===== config.mk =====
export PLATFORM = sky130hd
export DESIGN_NAME = pfx_alu8
export DESIGN_NICKNAME = d
export VERILOG_FILES = /design/src/rtl/pfx_alu_pkg.sv /design/src/rtl/pfx_bk_carry.sv /design/src/rtl/pfx_and_or_sel.sv /design/src/rtl/pfx_alu8.sv
export SDC_FILE = /design/constraint.sdc
export NUM_CORES = 1
export LEC_CHECK = 0
export BUFFER_PORTS_ARGS = -buffer_cell sky130_fd_sc_hd__buf_4
export CAP_MARGIN = 20
export CORE_UTILIZATION = 58
export CTS_CLUSTER_SIZE = 24
export DETAILED_ROUTE_END_ITERATION = 16
export PLACE_DENSITY = 0.94
export REMOVE_ABC_BUFFERS = 1
export SYNTH_ARGS = -nofsm -noshare
export SYNTH_HDL_FRONTEND = slang
export SYNTH_HIERARCHICAL = 1
export SYNTH_SLANG_ARGS = --single-unit

===== constraint.sdc =====
create_clock -name clk -period 5.21 [get_ports clk]
set_clock_uncertainty 0.15 [all_clocks]
set_input_delay 1.042 -clock clk [delete_from_list [all_inputs] [get_ports clk]]
set_output_delay 1.042 -clock clk [all_outputs]
set_load 0.02 [all_outputs]

===== src/rtl/pfx_alu_pkg.sv =====
// Package: shared widths and function codes for the prefix-carry ALU.
// Assumes the code values are pairwise distinct, so at most one matches.
package pfx_alu_pkg;

    localparam int CTRL_W = 8;
    localparam int NFUNC  = 10;

    typedef enum logic [3:0] {
        F_ADD   = 4'd0,
        F_XOR   = 4'd1,
        F_AND   = 4'd2,
        F_OR    = 4'd3,
        F_NOTA  = 4'd4,
        F_NOTB  = 4'd5,
        F_NAND  = 4'd6,
        F_NOR   = 4'd7,
        F_XNOR  = 4'd8,
        F_PASSA = 4'd9
    } func_idx_t;

    // Returns the control code that selects a given function slot.
    function automatic logic [CTRL_W-1:0] func_code(input int idx);
        case (idx)
            0:       return 8'h01;
            1:       return 8'h02;
            2:       return 8'h04;
            3:       return 8'h08;
            4:       return 8'h10;
            5:       return 8'h20;
            6:       return 8'h40;
            7:       return 8'h80;
            8:       return 8'h03;
            default: return 8'h0C;
        endcase
    endfunction

endpackage


===== src/rtl/pfx_bk_carry.sv =====
// Module: Brent-Kung parallel-prefix carry network.
// Takes per-bit generate/propagate and returns the carry out of each bit
// with the carry-in fixed at zero. Assumes W is a power of two.
module pfx_bk_carry #(
    parameter int W = 8
) (
    input  logic [W-1:0] gen,
    input  logic [W-1:0] prop,
    output logic [W-1:0] carry
);
    localparam int LVL = $clog2(W);

    logic [W-1:0] g_n;
    logic [W-1:0] p_n;

    // Up-sweep then down-sweep of the (g,p) prefix operator.
    always_comb begin
        g_n = gen;
        p_n = prop;
        for (int l = 0; l < LVL; l++) begin
            for (int i = 0; i < W; i++) begin
                if (((i + 1) % (2 ** (l + 1))) == 0) begin
                    g_n[i] = g_n[i] | (p_n[i] & g_n[i - 2 ** l]);
                    p_n[i] = p_n[i] & p_n[i - 2 ** l];
                end
            end
        end
        for (int l = LVL - 2; l >= 0; l--) begin
            for (int i = 0; i < W; i++) begin
                if ((((i + 1) % (2 ** (l + 1))) == 2 ** l) && (i > 2 ** l)) begin
                    g_n[i] = g_n[i] | (p_n[i] & g_n[i - 2 ** l]);
                    p_n[i] = p_n[i] & p_n[i - 2 ** l];
                end
            end
        end
        carry = g_n;
    end

    // Guard: a carry can only leave a bit that generates or propagates.
    always_comb begin

        carry_src_chk: assert ((carry & ~(gen | prop)) == '0)
            else $error("carry without generate or propagate");

        no_gen_no_carry_chk: assert ((|gen) || !(|carry))
            else $error("carry present with no generate anywhere");
    end

endmodule


===== src/rtl/pfx_and_or_sel.sv =====
// Module: wide AND-OR selection stage.
// Each candidate word is gated by its own select line and all gated words
// are ORed together. Assumes at most one select line is high.
module pfx_and_or_sel #(
    parameter int W  = 8,
    parameter int NF = 10
) (
    input  logic [NF-1:0][W-1:0] cand,
    input  logic [NF-1:0]        hit,
    output logic [W-1:0]         y
);
    // Merge the gated candidates into one word.
    always_comb begin
        y = '0;
        for (int f = 0; f < NF; f++) begin
            y = y | (cand[f] & {W{hit[f]}});
        end
    end

    // Guard the single-selection assumption.
    always_comb begin

        one_hit_chk: assert ($onehot0(hit))
            else $error("more than one function selected");
    end

endmodule


===== src/rtl/pfx_alu8.sv =====
// Module: top of the registered prefix-carry ALU.
// Decodes the control word into one hit line per function, builds all
// candidate results, selects through the AND-OR stage and registers the
// result and carry. Reset is synchronous and active low.
module pfx_alu8
    import pfx_alu_pkg::*;
#(
    parameter int W = 8
) (
    input  logic              clk,
    input  logic              rst_n,
    input  logic [W-1:0]      op_a,
    input  logic [W-1:0]      op_b,
    input  logic [CTRL_W-1:0] ctrl,
    output logic [W-1:0]      result,
    output logic              carry_out
);
    localparam int CW = W + 1;   // selected word carries the carry bit on top

    logic [W-1:0]           gen_w;
    logic [W-1:0]           prop_w;
    logic [W-1:0]           carry_w;
    logic [W-1:0]           sum_w;
    logic [NFUNC-1:0]       hit;
    logic [NFUNC-1:0][CW-1:0] cand;
    logic [CW-1:0]          sel_w;

    assign gen_w  = op_a & op_b;
    assign prop_w = op_a ^ op_b;

    pfx_bk_carry #(.W(W)) u_carry (
        .gen   (gen_w),
        .prop  (prop_w),
        .carry (carry_w)
    );

    // Sum bits: propagate XOR carry from the bit below (carry-in is zero).
    always_comb begin
        sum_w = prop_w ^ {carry_w[W-2:0], 1'b0};
    end

    // One decoder per function slot.
    for (genvar f = 0; f < NFUNC; f++) begin : g_dec
        assign hit[f] = (ctrl == func_code(f));
    end

    // Candidate results; only the adder drives the top (carry) bit.
    always_comb begin
        cand[F_ADD]   = {carry_w[W-1], sum_w};
        cand[F_XOR]   = {1'b0, op_a ^ op_b};
        cand[F_AND]   = {1'b0, op_a & op_b};
        cand[F_OR]    = {1'b0, op_a | op_b};
        cand[F_NOTA]  = {1'b0, ~op_a};
        cand[F_NOTB]  = {1'b0, ~op_b};
        cand[F_NAND]  = {1'b0, ~(op_a & op_b)};
        cand[F_NOR]   = {1'b0, ~(op_a | op_b)};
        cand[F_XNOR]  = {1'b0, ~(op_a ^ op_b)};
        cand[F_PASSA] = {1'b0, op_a};
    end

    pfx_and_or_sel #(.W(CW), .NF(NFUNC)) u_sel (
        .cand (cand),
        .hit  (hit),
        .y    (sel_w)
    );

    // Output registers with synchronous active-low clear.
    always_ff @(posedge clk) begin
        if (!rst_n) begin
            result    <= '0;
            carry_out <= 1'b0;
        end else begin
            result    <= sel_w[W-1:0];
            carry_out <= sel_w[W];
        end
    end


    reset_clear_chk: assert property (@(posedge clk)
        !rst_n |=> (result == '0 && !carry_out))
        else $error("reset did not clear outputs");


    carry_only_add_chk: assert property (@(posedge clk) disable iff (!rst_n)
        (ctrl != func_code(F_ADD)) |=> !carry_out)
        else $error("carry set outside addition");


    unknown_zero_chk: assert property (@(posedge clk) disable iff (!rst_n)
        (hit == '0) |=> (result == '0 && !carry_out))
        else $error("unknown code gave nonzero output");


    hold_inputs_chk: assert property (@(posedge clk) disable iff (!rst_n)
        ($stable(op_a) && $stable(op_b) && $stable(ctrl) && $past(rst_n))
        |=> $stable(result))
        else $error("result moved with steady inputs");

endmodule


==> results of run 1 <==
## worst max-delay path: cells and delay by family
family	cells	cell delay [ns]
buffers and inverters	2	0.40
AND/OR/NAND/NOR	4	1.66
AO/OA/AOI/OAI	2	0.19
## per-stage QoR
stage	hold slack (ns)	utilization [%]
2_1_floorplan	1.014	-
3_3_place_gp	1.159	77.18
3_5_place_dp	1.166	77.51
4_1_cts	0.8899	78.65
5_1_grt	0.9065	78.65
6_report	0.9027	78.65
## worst min-delay path by stage
stage / start / endpoint / slack [ns] / cells after the start
2_1_floorplan: rst_n / carry_out / 1.01 / 1
4_1_cts: rst_n / result[5] / 0.89 / 2
6_report: rst_n / result[5] / 0.90 / 2
3_5_place_dp: rst_n / result[5] / 1.17 / 2
3_3_place_gp: rst_n / result[3] / 1.16 / 2
5_1_grt: rst_n / result[4] / 0.91 / 2
## routing by layer
metal	share of wire, %	vias up	GRT usage [%]
met5	0	-	0
met1	43	694	36.55
met2	49	65	53.42
li1	-	752	-
met3	6.8	11	2.899
met4	1.5	0	10.96
## cell type report
| type | count | area [µm²] |
|---|---|---|
| Multi-Input combinational cell | 133 | 1107 |
| Inverter | 42 | 157.7 |
| Clock buffer | 4 | 26.28 |
| Timing Repair Buffer | 40 | 300.3 |
| Tap cell | 28 | 35.03 |
| Fill cell | 172 | 490.5 |
| Sequential cell | 9 | 180.2 |
## Yosys cell counts, drive strengths merged
library cell | n | area, µm²
and2 | 9 | 56.30
nor4 | 10 | 62.56
nand3 | 1 | 5.000
conb | 1 | 3.750
a21oi | 2 | 10.01
inv | 42 | 157.7
a221oi | 9 | 135.1
ha | 16 | 200.2
or4 | 2 | 18.77
clkbuf | 3 | 12.51
a21o | 5 | 37.54
dfxtp | 9 | 180.2
o221ai | 1 | 8.760
buf | 9 | 70.07
nor2 | 2 | 7.510
nand2b | 8 | 50.05
nand4 | 9 | 56.30
and3 | 1 | 6.260
a22oi | 28 | 215.2
or2b | 1 | 7.510
a22o | 9 | 81.33
o21ai | 1 | 5.000
nand2 | 3 | 11.26
xor2 | 7 | 61.31
## state kept, by name (all words and copies together) (netlist names)
name       flops
carry_out      1
result         8
## power breakdown
group | switching, W | leakage [nW] | internal, W
registers | 0.000000211 | 0.0726 | 0.0000696
clock network | 0.0000239 | 0.0150 | 0.0000295
logic | 0.0000517 | 0.817 | 0.0000383
total | 0.0000758 | 0.904 | 0.000137
## logic make-up (layout without fill, tap and decap cells)
group,count (synthesis),after routing
AOI/OAI and AO/OA,55,55
xor gates and xnor gates,7,7
adders and majority gates,16,16
buffers and inverters,54,86
DFF,9,9
other,1,9
and+or+nand+nor,46,46
==> summary.md, run 1 <==
| Metric | Value |
|---|---|
| Status | completed |
| Type of origin of the critical path | input pin |
| CP peak stage delay | 0.69 ns |
| Max Slew Vio Count | 0 |
| Worst slew pin tran | 0.9892 ns |
| Vias in the first global route | 1452 |
| Post-CTS setup buffers | 0 |
| CP Capture Point | result[7] |
| Setup TNS | 0 ns |
| Mux share of post-synthesis cell area | 0% |
| Final hold viol count | 0 |
| Most common cell after layout, fill and taps aside | inv_1 |
| Crit share post-route | 62.29% |
| Power per cell area | 118.0 mW/mm² |
| Synth Area in Compound Gates | 33.76% |
| Minimum clock period | approximately 3.2 ns |
| Max_slew headroom | 33.50% |
| Syn Inst Count | 188 |
| Pre-antenna DRT Iters | 4 |
| Pre-CTS WS | roughly 1.7 ns |
| Worst Hold Class | input pin to flip-flop |
| I/O pins | 35 |
| Post-synthesis register bit count | 9 |
| NumNets Final | 271 |
| Final setup vio count | 0 |
| Placed cells | 252 |
| Initial antenna violation count | 0 |
| Diodes inserted | 0 |
| Chip height | 52.18 µm |
| CP required | between 5 and 6 ns |
| Post-synthesis xor/xnor area fraction | 4.199% |
| First-pass GRT wire length | between 6000 and 7000 µm |
| Routed wire per std cell | 14.64 µm |
| Synthesis-to-finish area growth | 23.74% |
| Post-CTS Resized | 0 |
| PnR Total Power | roughly 0.00021 W |
| Mapped cell area | 0.001460 mm² |
| Mean Syn Cell Area | 7.767 µm² |
| Antenna viol nets, final | 0 |
| Largest family of logic cells by synthesized area | compound AO/OA/AOI/OAI gates |
| Clock sink total | 9 |
| Remaining Overflow, GRT | 0 |
| Core area | roughly 0.0023 mm² |
| Worst setup path start | ctrl[5] |
| Initial DRC count | 75 |
| CP dominant cell by count | buf_4 |
| Crit. End Element | flip-flop |
| Share of cells above drive strength 1 | between 20 and 30% |
| Post-detail-place hpwl | 2973 µm |
| Via count | 1522 |
| H-tree depth | 1 |
| Pin count of the biggest net entering global routing | 10 |
| Crit path max fanout | 6 |
| CP cell instances | buf_4 > or4_1 > nor4_1 > buf_4 > a22o_1 > a221oi_2 > nand4_1 > and2_1 |
| Leak | 0.9043 nW |
| RSZ-0062 raised after global routing | no |
| Simple-Gate Fraction of Synth Area | 19.28% |
| Bufs on Longest Clock Path | 2 |
| Fmax | 0.3081 GHz |
| GRT Overall Usage | 29.89% |
| Initial Utilization | 63.56% |
| Num CTS Buffers | 3 |
| Post-route cell area | 0.001807 mm² |
| Post-synth cell types | 31 |
| Die width | 52.18 µm |
| Root Buffer | clkbuf_4 |
| Placed cell areas | 0.001780 mm² |
| FP Rows | 17 |
| Final WS setup | 1.965 ns |
| Worst VDD drop | roughly 0.00013 V |
| IO buf count | 34 |
| Slowest cell on crit path | nor4_1 |
| Die ar. | 0.002722 mm² |
| Crit path DAT | ~3.3 ns |
| Final non-filler cell total | 256 |
| Ys Warns | 6 |
| RD Place Congestion | 0.8848 |
| Synth Area in Adders | around 14% |
| Most frequent cells in the layout | inv_1, buf_4, a22oi_1 |
| CTS tree | built |
| Critical path type | input pin to flip-flop |
| Register area share after synthesis | 12.34% |
| Clock transition at the registers of the reported paths | 0.06 ns |
| Reported max-cap violation count | 0 |
| DRC | 0 |
| Final wirelength | between 3000 and 4000 µm |
| DR vias/cell | a little under 6 |
| Hold_buf cts | 0 |
Power figures use the tool's default switching activity.
==> inputs of run 2 (changes only) <==
CORE_UTILIZATION = 54   (was 58)
PLACE_DENSITY = 0.89   (was 0.94)
clock period = 3.4 ns   (was 5.21 ns; I/O delays follow)
==> summary.md, run 2 (synthesis results as in run 1) <==
| Metric | Value |
|---|---|
| Power per cell area | 177.4 mW/mm² |
| Pre-CTS WS | 0.6018 ns |
| Die width | 54 µm |
| Share of cells above drive strength 1 | 26.72% |
| Final setup vio count | 0 |
| GRT Overall Usage | 26.53% |
| Hold_buf cts | 0 |
| Internal | approximately 0.00021 W |
| Clock power frac | 25.4% |
| IO buf count | 34 |
| FP Rows | 18 |
| Area occupied by multi-input gates | 0.001082 mm² |
| Vias in the first global route | between 1000 and 1500 |
| Bufs on Longest Clock Path | 2 |
| Net Switching | ~0.00011 W |
| CP required | 3.41 ns |
| H-tree depth | 1 |
| Initial Utilization | ~58% |
| Crit. End Element | flip-flop |
| Clock sink total | 9 |
| Pin count of the biggest net entering global routing | 10 |
| Fillers | ~220 |
| Worst Hold Class | input pin to flip-flop |
| Antenna viol nets, final | 0 |
| Worst setup path start | op_a[1] |
| RD Place Congestion | 0.8412 |
| Initial antenna violation count | 0 |
| Crit path DAT | between 2 and 3 ns |
| I/O pins | 35 |
| Initial DRC count | 38 |
| Worst VDD drop | 0.0001834 V |
| Final hold viol count | 0 |
| Post-CTS setup buffers | 0 |
| Sequential power share | 33.2% |
| Leak | 0.9253 nW |
| Sw Share | 34.59% |
| Status | completed |
| Most common cell after layout, fill and taps aside | buf_4 |
| Post-detail-place hpwl | around 2700 µm |
| Synthesis-to-finish area growth | 24.25% |
| Chip height | ~54 µm |
| DRC | 0 |
| Final Util | 71.92% |
| Critical path type | input pin to flip-flop |
| NumNets Final | 275 |
| Clock transition at the registers of the reported paths | approximately 0.060 ns |
| PnR Total Power | 0.0003218 W |
| Final wirelength | 3499 µm |
| Final WS setup | 0.8656 ns |
| Via count | 1530 |
| Most flops, register | result |
| CTS tree | built |
| Worst hold margin | 0.5347 ns |
| Minimum clock period | roughly 2.5 ns |
| Die ar. | 0.002916 mm² |
| Comb pwr share | 41.4% |
| Root Buffer | clkbuf_4 |
| Pre-antenna DRT Iters | 4 |
| Most frequent cells in the layout | buf_4, inv_1, a22oi_1 |
| RSZ-0062 raised after global routing | no |
| Crit path max fanout | 4 |
| First-pass GRT wire length | 5761 µm |
| DR vias/cell | 5.840 |
| Type of origin of the critical path | input pin |
| Reported max-cap violation count | 0 |
| Hold path startpoint | rst_n |
| Largest registers | result: 8 flops, carry_out: 1 flops |
| Fmax | 0.3946 GHz |
| Max FFs per register | 8 |
| Num CTS Buffers | 3 |
| Crit share post-route | between 70 and 80% |
| Remaining Overflow, GRT | 0 |
| Core area | between 0.002 and 0.003 mm² |
| Register area | between 150 and 200 µm² |
| Setup TNS | 0 ns |
| Diodes inserted | 0 |
| Max Slew Vio Count | 0 |
| Routed wire per std cell | 13.35 µm |
| Post-CTS Resized | 0 |
run 2: cell types whose count changed in the layout (fill, tap and decap cells not counted), sizes merged:
cell	before	now
buf	40	44
run 2: critical path, cell delays in order:
cell      delay [ns]
buf_4           0.09
inv_1           0.05
ha_1            0.35
a21o_1          0.24
a21o_1          0.22
a21o_1          0.19
xor2_1          0.15
a221oi_2        0.27
nand4_1         0.14
and2_1          0.17
run 2: per-layer routing:
layer  vias up  share of wire, %  track usage (%)
met4         0               1.9            12.82
met1       698                45            31.54
met2        61                48            47.12
li1        759                 -                -
met5         -                 0                0
met3        12               5.1            2.260
run 2: final cells by class:
type,instances,area share (%)
clock buffers,4,1.448
inverters,42,8.690
multi-input cells,133,59.66
flip-flops and latches,9,9.931
well taps,30,2.069
repair buffers,44,18.21
run 2: stage by stage:
stage          std cells  instance area [µm²]
6_report             262                 1814
4_1_cts              262                 1814
2_1_floorplan        184                 1408
3_3_place_gp         258                 1788
3_5_place_dp         258                 1788
5_1_grt              262                 1814
run 2: power groups by stage:
stage / combinational (W) / sequential (W) / clock (W)
3_5_place_dp: 0.000132 / 0.000109 / 0
5_1_grt: 0.000148 / 0.000107 / 0.0000907
6_report: 0.000133 / 0.000107 / 0.0000817
4_1_cts: 0.000132 / 0.000107 / 0.0000846
3_3_place_gp: 0.000127 / 0.000109 / 0
2_1_floorplan: 0.0000807 / 0.000111 / 0
run 2: path summary, 6_finish.rpt:
kind | endpoint | slack (ns) | depth (start not counted)
setup / recovery | result[4] | 0.87 | 10
hold / removal | carry_out | 0.53 | 2
==> inputs of run 3 (changes only) <==
clock period = 2.5 ns   (was 3.4 ns; I/O delays follow)
==> summary.md, run 3 (synthesis results as in run 1) <==
| Metric | Value |
|---|---|
| Pin count of the biggest net entering global routing | 10 |
| Placed cells | between 200 and 300 |
| Crit. End Element | flip-flop |
| PnR Total Power | 0.0004555 W |
| Die ar. | 0.002916 mm² |
| Max FFs per register | 8 |
| Post-CTS setup buffers | 0 |
| Post-detail-place hpwl | 2875 µm |
| Type of origin of the critical path | input pin |
| Worst hold margin | 0.3658 ns |
| Most common cell after layout, fill and taps aside | buf_4 |
| RD Place Congestion | 0.8333 |
| Max Slew Vio Count | 0 |
| Reported max-cap violation count | 0 |
| Worst VDD drop | 0.0002912 V |
| Most frequent cells in the layout | buf_4, inv_1, a22oi_1 |
| Root Buffer | clkbuf_4 |
| Initial Utilization | 57.89% |
| Pre-CTS WS | -0.04780 ns |
| Critical path type | input pin to flip-flop |
| NumNets Final | 286 |
| Clock sink total | 9 |
| Vias in the first global route | 1546 |
| Crit path DAT | 2.33 ns |
| Pre-antenna DRT Iters | 4 |
| Num CTS Buffers | 3 |
| RSZ-0062 raised after global routing | no |
| Final wirelength | 3739 µm |
| Final setup vio count | 0 |
| Bufs on Longest Clock Path | 2 |
| Routed wire per std cell | 13.70 µm |
| H-tree depth | 1 |
| FP Rows | 18 |
| Final non-filler cell total | ~270 |
| DRC | 0 |
| Most flops, register | result |
| I/O pins | 35 |
| DR vias/cell | around 5.8 |
| Core area | 0.002522 mm² |
| Worst hold path cell count | 2 |
| Antenna viol nets, final | 0 |
| Remaining Overflow, GRT | 0 |
| GRT Overall Usage | 28.89% |
| Hold_buf cts | 0 |
| Crit share post-route | 91.13% |
| Fmax | around 0.44 GHz |
| Share of cells above drive strength 1 | 30.04% |
| Final WS setup | 0.2218 ns |
| CTS tree | built |
| Synthesis-to-finish area growth | 29.91% |
| Worst slew pin tran | 0.5773 ns |
| Via count | 1596 |
| Status | completed |
| Chip height | 54 µm |
| Diodes inserted | 0 |
| Crit path max fanout | 5 |
| Max_slew headroom | 61.16% |
| Largest registers | result: 8 flops, carry_out: 1 flops |
| Worst Hold Class | input pin to flip-flop |
| Minimum clock period | around 2.3 ns |
| Hold path startpoint | rst_n |
| Power per cell area | 240.2 mW/mm² |
| Worst Hold End | result[6] |
| Post-CTS Resized | 0 |
| Final hold viol count | 0 |
| Clock transition at the registers of the reported paths | ~0.060 ns |
| Initial antenna violation count | 0 |
| First-pass GRT wire length | 6258 µm |
| IO buf count | 34 |
| CP required | 2.55 ns |
| Die width | 54 µm |
| Leak | approximately 1 nW |
| Initial DRC count | 36 |
run 3: cell types whose count changed in the layout (fill, tap and decap cells not counted), sizes merged:
cell  before  now
buf       44   55
run 3: area by class of cell:
type | instances | area, µm²
fillers | 187 | 625.6
flip-flops and latches | 9 | 180.2
repair buffers | 55 | 412.9
well taps | 30 | 37.54
clock buffers | 4 | 26.28
multi-input cells | 133 | 1082
inverters | 42 | 157.7
run 3: worst max path at each step:
stage            start         to  slack (ns)  cells after the start
2_1_floorplan  ctrl[0]  result[0]       -0.49                      5
3_3_place_gp   ctrl[5]  result[4]       -0.04                      7
3_5_place_dp   ctrl[5]  result[5]       -0.05                      7
4_1_cts        ctrl[5]  result[5]        0.22                      7
5_1_grt        ctrl[5]  result[6]        0.07                      7
6_report       ctrl[5]  result[0]        0.22                      7
run 3: metrics by stage:
step	util, %	setup TNS [ns]	instance area, µm²
floorplan	-	-4.240	1408
global route	75.20	0	1897
finish	75.20	0	1897
global placement	74.16	-0.1802	1871
detailed placement	74.16	-0.2699	1871
CTS	75.20	0	1897
run 3: layer usage:
layer | GRT usage (%) | vias to the layer above | share of wire [%]
met5 | 0 | - | 0
met4 | 12.82 | 0 | 2.9
met3 | 1.695 | 15 | 8.2
met2 | 53.50 | 81 | 47
met1 | 33.50 | 721 | 41
li1 | - | 779 | -
run 3: power by group:
group,leakage (nW),internal (W),switching (W)
clock,0.0150,0.0000615,0.0000510
combinational,0.891,0.0000921,0.000106
sequential,0.0726,0.000145,0.000000427
total,0.979,0.000298,0.000157
run 3: worst max-delay path: stages:
cell and delay [ns]:
buf_4 0.13, or4_1 0.62, nor4_1 0.54, buf_4 0.26
a22oi_1 0.08, nand4_1 0.09, and2_1 0.12
